===== src/rtl/adc_ref_sequencer.sv =====
module adc_ref_sequencer #(
  parameter int DLY_W        = 8,
  parameter int CFG_W        = 32,
  parameter int SEL_W        = 2,
  parameter int SEL_SLOW     = 1,
  parameter int BUF_SH_SLOW  = 6,
  parameter int BUF_SH_FAST  = 5,
  parameter int KEEP_SH_SLOW = 4,
  parameter int KEEP_SH_FAST = 3
) (
  input  logic             clk,
  input  logic             rst_n,
  input  logic             cfg_we,
  input  logic [CFG_W-1:0] cfg_wdata,
  input  logic [SEL_W-1:0] clk_sel,
  input  logic             req,
  output logic             buf_en,
  output logic             keep_en,
  output logic             ready
);

  localparam int FIELD_W = 2 * DLY_W;
  localparam int CNT_W   = DLY_W + BUF_SH_SLOW;

  typedef enum logic [1:0] {S_IDLE, S_WAIT_BUF, S_WAIT_KEEP, S_UP} state_t;

  state_t             st;
  logic [CNT_W-1:0]   cnt;
  logic [FIELD_W-1:0] cfg_q;
  logic               slow;
  logic [CNT_W-1:0]   buf_load;
  logic [CNT_W-1:0]   keep_load;
  logic               unused_cfg_hi;

  assign unused_cfg_hi = ^cfg_wdata[CFG_W-1:FIELD_W];

  assign slow      = (clk_sel == SEL_W'(SEL_SLOW));
  assign buf_load  = {{(CNT_W-DLY_W){1'b0}}, cfg_q[DLY_W-1:0]}
                     << (slow ? BUF_SH_SLOW : BUF_SH_FAST);
  assign keep_load = {{(CNT_W-DLY_W){1'b0}}, cfg_q[FIELD_W-1:DLY_W]}
                     << (slow ? KEEP_SH_SLOW : KEEP_SH_FAST);

  always_ff @(posedge clk or negedge rst_n) begin
    if (!rst_n)      cfg_q <= '0;
    else if (cfg_we) cfg_q <= cfg_wdata[FIELD_W-1:0];
  end

  always_ff @(posedge clk or negedge rst_n) begin
    if (!rst_n) begin
      st  <= S_IDLE;
      cnt <= '0;
    end else if (!req) begin
      st  <= S_IDLE;
      cnt <= '0;
    end else begin
      case (st)
        S_IDLE: begin
          st  <= S_WAIT_BUF;
          cnt <= buf_load;
        end
        S_WAIT_BUF: begin
          if (cnt == '0) begin
            st  <= S_WAIT_KEEP;
            cnt <= keep_load;
          end else begin
            cnt <= cnt - 1'b1;
          end
        end
        S_WAIT_KEEP: begin
          if (cnt == '0) st <= S_UP;
          else           cnt <= cnt - 1'b1;
        end
        default: st <= S_UP;
      endcase
    end
  end

  assign buf_en  = req && (st == S_WAIT_KEEP || st == S_UP);
  assign keep_en = req && (st == S_UP);
  assign ready   = req && (st == S_UP);

  a_r1_reset_idle: assert property (@(posedge clk)
    !rst_n |=> (st == S_IDLE && cfg_q == '0) || !$past(!rst_n) || rst_n);

  a_r2_cfg_write: assert property (@(posedge clk) disable iff (!rst_n)
    cfg_we |=> cfg_q == $past(cfg_wdata[FIELD_W-1:0]));

  a_r3_buf_countdown: assert property (@(posedge clk) disable iff (!rst_n)
    (st == S_WAIT_BUF && req && cnt != '0) |=> cnt == CNT_W'($past(cnt) - 1'b1));

  a_r4_keep_countdown: assert property (@(posedge clk) disable iff (!rst_n)
    (st == S_WAIT_KEEP && req && cnt != '0) |=> cnt == CNT_W'($past(cnt) - 1'b1));

  a_r7_zero_advances: assert property (@(posedge clk) disable iff (!rst_n)
    (st == S_WAIT_BUF && req && cnt == '0) |=> st == S_WAIT_KEEP);

  a_r8_drop_to_idle: assert property (@(posedge clk) disable iff (!rst_n)
    !req |=> st == S_IDLE);

  a_r9_ready_holds: assert property (@(posedge clk) disable iff (!rst_n)
    (ready && req) |=> (ready || !req));

  a_r10_keep_needs_buf: assert property (@(posedge clk) disable iff (!rst_n)
    keep_en |-> buf_en);

endmodule


===== config.mk =====
export PLATFORM = sky130hd
export DESIGN_NAME = adc_ref_sequencer
export DESIGN_NICKNAME = d
export VERILOG_FILES = /design/src/rtl/adc_ref_sequencer.sv
export SDC_FILE = /design/constraint.sdc
export NUM_CORES = 1
export LEC_CHECK = 0
export CORE_MARGIN = 2
export CORE_UTILIZATION = 56
export CTS_CLUSTER_DIAMETER = 100
export CTS_CLUSTER_SIZE = 25
export DETAILED_ROUTE_END_ITERATION = 12
export PLACE_DENSITY = 0.85
export RECOVER_POWER = 25
export SLEW_MARGIN = 10
export SYNTH_ARGS = -nofsm -noshare
export SYNTH_HDL_FRONTEND = slang
export SYNTH_SLANG_ARGS = --single-unit

===== constraint.sdc =====
create_clock -name clk -period 4.4 [get_ports clk]
set_input_delay 1.32 -clock clk [delete_from_list [all_inputs] [get_ports clk]]
set_output_delay 1.32 -clock clk [all_outputs]
set_load 0.005 [all_outputs]

==> results.toml <==
[setup_path]
path_cells = "clkdlybuf4s50_1 > inv_1 > nor2_1 > clkdlybuf4s50_1"
critical_path_required_ps = 3080
crit_slowest_cell = "sky130_fd_sc_hd__clkdlybuf4s50_1"
worstSetupPathType = "input pin to primary output"
worst_path_dominant_cell_family = "buffers and inverters"
path_common_cell = "sky130_fd_sc_hd__clkdlybuf4s50_1"
reg2reg_start = "cnt[0]$_DFFE_PN0P_"
timing.critical_path.from_type = "input pin"
r2r.worst_path.cells = 7
worstPathArrival_ps = 2510
setup.worst_path.start = "req"
slowest_delay_ps = 500
r2r-end = "cnt[5]$_DFFE_PN0P_"
rrSetupSlack_ps = 2150
critPathMaxFanout = 3
cp.buffers_inverters = 3
crit_path_end_kind = "primary output"

[final_layout]
drive_gt1_frac = 0.1598
flow.area_growth_from_synthesis_pct = 13.84
final_area_mm2 = 0.002450
layout.filler_cells = 283
final-instance-count-excl-fill = 292
diode_count = 0
nets = 287

[global_route]
antenna_found_initial = 0
grt_max_degree = 33
grt_pass1_wl_um = 8452
first_global_vias = 1743
grt-ovfl-total = 0
total_routing_usage_reported_by_global_routing = 0.2560

[timing]
rsz0062_at_grt = "false"
timing.clock.skew_ps = 5.461
period_share = 0.8707
final_layout_worst_hold_slack_ps = 540.9
timing.max_slew.rel_slack = -0.1470
finalHoldViolCount = 0
max_slew.worst_pin.slew_ps = 1721
fmax_ghz = 0.2610
setup_violations = 0
fin_tns_setup_ps = 0
min_period_ps = 3831
slew_limit_fails = 33

[clocking]
clock_latency_ps = 290
cts.path.max_buffers = 2
cts_buffers = 5
clock-sinks = 32
cts.reportedPaths.clkPinSlew_ps = 60
post_cts.repair.setup_buffers = 0
clock-root-buffer = "sky130_fd_sc_hd__clkbuf_8"
clock_tree.htree_level_count = 2
tritoncts = "done"
cts.repair.resized = 0
post_cts_hold_buffer_count = 0

[placement]
placement.io_buffers = 24
post_detail_place_hpwl_um = 3585
place_inst = 285
dpl-instance-area_mm2 = 0.002376
global_placer_s_final_weighted_congestion = 0.8379

[synthesis]
synth.avg_cell_area_um2 = 9.480
dominantRegCellSynth = "sky130_fd_sc_hd__dfrtp_1"
synthesis.nets = 270
synth-async-reset-ratio = 1.000
synth_largest_type_area_fraction = 0.3721
synth.lib_cells_used.distinct = 59
yosys.cell_count.top_type = "sky130_fd_sc_hd__dfrtp_1"
synth-seq-area-share = 0.3721
synth.largest_area_cell = "sky130_fd_sc_hd__dfrtp_1"
ys.warnings.count = 0
synth-edff-count = 0
postSynthCellCount = 227
synthTopCellsByArea = "sky130_fd_sc_hd__dfrtp_1, sky130_fd_sc_hd__mux2_2, sky130_fd_sc_hd__nand2_1, sky130_fd_sc_hd__mux2i_1, sky130_fd_sc_hd__ha_1"
postSynthRegisterBits = 32
syn_area_mm2 = 0.002152
synth.top_cells.by_count = "sky130_fd_sc_hd__dfrtp_1, sky130_fd_sc_hd__nand2_1, sky130_fd_sc_hd__mux2_2, sky130_fd_sc_hd__nor2_1"

[route]
remaining_drc_errors = 0
drtAntennaViolNets = 0
drt_pass1_iterations = 5
route.vias.total = 1883
detail_route.iter0.violations = 177
drt-total-wl_um = 4931
wl_per_cell_um = 16.89
route.detailed.vias_per_inst = 6.449

[flow_run]
timing.max_cap.violations = 1

[status]
failed_checks = "capacitance limit, slew limit"
outcome = "finished with violations"

[power_and_ir_drop]
vdd.ir_drop.worst_uv = 366.3
static-leakage-power_nw = 0.9920
cellPowerDensity_mw_per_mm2 = 660.9

[floorplan]
ioPinCount = 41
core-area_mm2 = 0.003689
initial_utilization = 0.5834
die_width_um = 65.99
die_h_um = 65.99
dieArea_mm2 = 0.004355
placement_rows = 22

[hold_path]
worst_hold_path_type = "flop to flop"
worst_hold_endpoint = "cfg_q[6]$_DFFE_PN0P_"
min_delay_path_depth = 1
launch_instance_of_the_worst_min_delay_path = "cfg_q[6]$_DFFE_PN0P_"
-- layout make-up --
| type | count | area [µm²] | area share |
|---|---|---|---|
| clock buffers | 6 | 72.57 | 0.02962 |
| clock inverters | 1 | 5.005 | 0.002043 |
| flip-flops and latches | 32 | 800.8 | 0.3269 |
| multi-input cells | 170 | 1222 | 0.4990 |
| repair buffers | 27 | 259.0 | 0.1057 |
| inverters | 8 | 30.03 | 0.01226 |
| well taps | 48 | 60.06 | 0.02451 |
-- cells in the final DEF (no fill, tap or decap), types with 5 or more instances in the layout --
cell type                         netlist  routed
sky130_fd_sc_hd__inv_1                  8       8
sky130_fd_sc_hd__nor3_1                 5       5
sky130_fd_sc_hd__nand2_1               25      25
sky130_fd_sc_hd__o21ai_1               10      10
sky130_fd_sc_hd__nor2_1                13      13
sky130_fd_sc_hd__a21oi_1                7       7
sky130_fd_sc_hd__clkbuf_8               0       5
sky130_fd_sc_hd__dfrtp_1               32      32
sky130_fd_sc_hd__mux2_2                17      17
sky130_fd_sc_hd__nand3_1               10      10
sky130_fd_sc_hd__ha_1                   5       5
sky130_fd_sc_hd__mux2i_1                8       8
sky130_fd_sc_hd__clkdlybuf4s50_1        0      23
-- power by group --
group / switching, W / internal [W]
Combinational: 0.000568 / 0.000381
Clock: 0.000107 / 0.000107
Sequential: 0.0000955 / 0.000360
-- flip-flops by register name, summed over array words and instances, names as in the netlist --
signal,count
st,2
cnt,14
cfg_q,16
-- metal layers --
layer  global-route usage  part of all wire
met5                    0                 0
met4              0.09184             0.020
met3              0.04089             0.088
met2               0.4242              0.49
met1               0.3392              0.40
-- worst max-delay path by stage --
stage              to  depth (start not counted)  slack (ps)
3_3_place_gp   buf_en                          4         570
3_5_place_dp   buf_en                          4         560
6_report       buf_en                          4         570
2_1_floorplan   ready                          4        1000
4_1_cts        buf_en                          4         560
5_1_grt        buf_en                          4         520
-- cell families (layout without fill, tap and decap cells) --
group | Yosys count | after routing | synth area share
multiplexers | 26 | 26 | 0.1314
buffers and inverters | 25 | 42 | 0.05988
AO/OA/AOI/OAI | 55 | 55 | 0.1837
adder cells (fa/ha/maj) | 5 | 5 | 0.02907
flip-flops | 32 | 32 | 0.3721
AND/OR/NAND/NOR | 82 | 82 | 0.2157
XOR/XNOR | 2 | 2 | 0.008141
-- metrics by stage --
stage	total power, W	util	setup slack (ps)
after floorplan	0.001209	-	1000
after global placement	0.001362	0.6442	567.3
after detailed placement	0.001381	0.6442	563.0
after CTS	0.001595	0.6652	561.3
after global routing	0.001743	0.6642	524.5
final	0.001619	0.6642	569.0
Note: power is estimated with default switching activity, not from simulation.
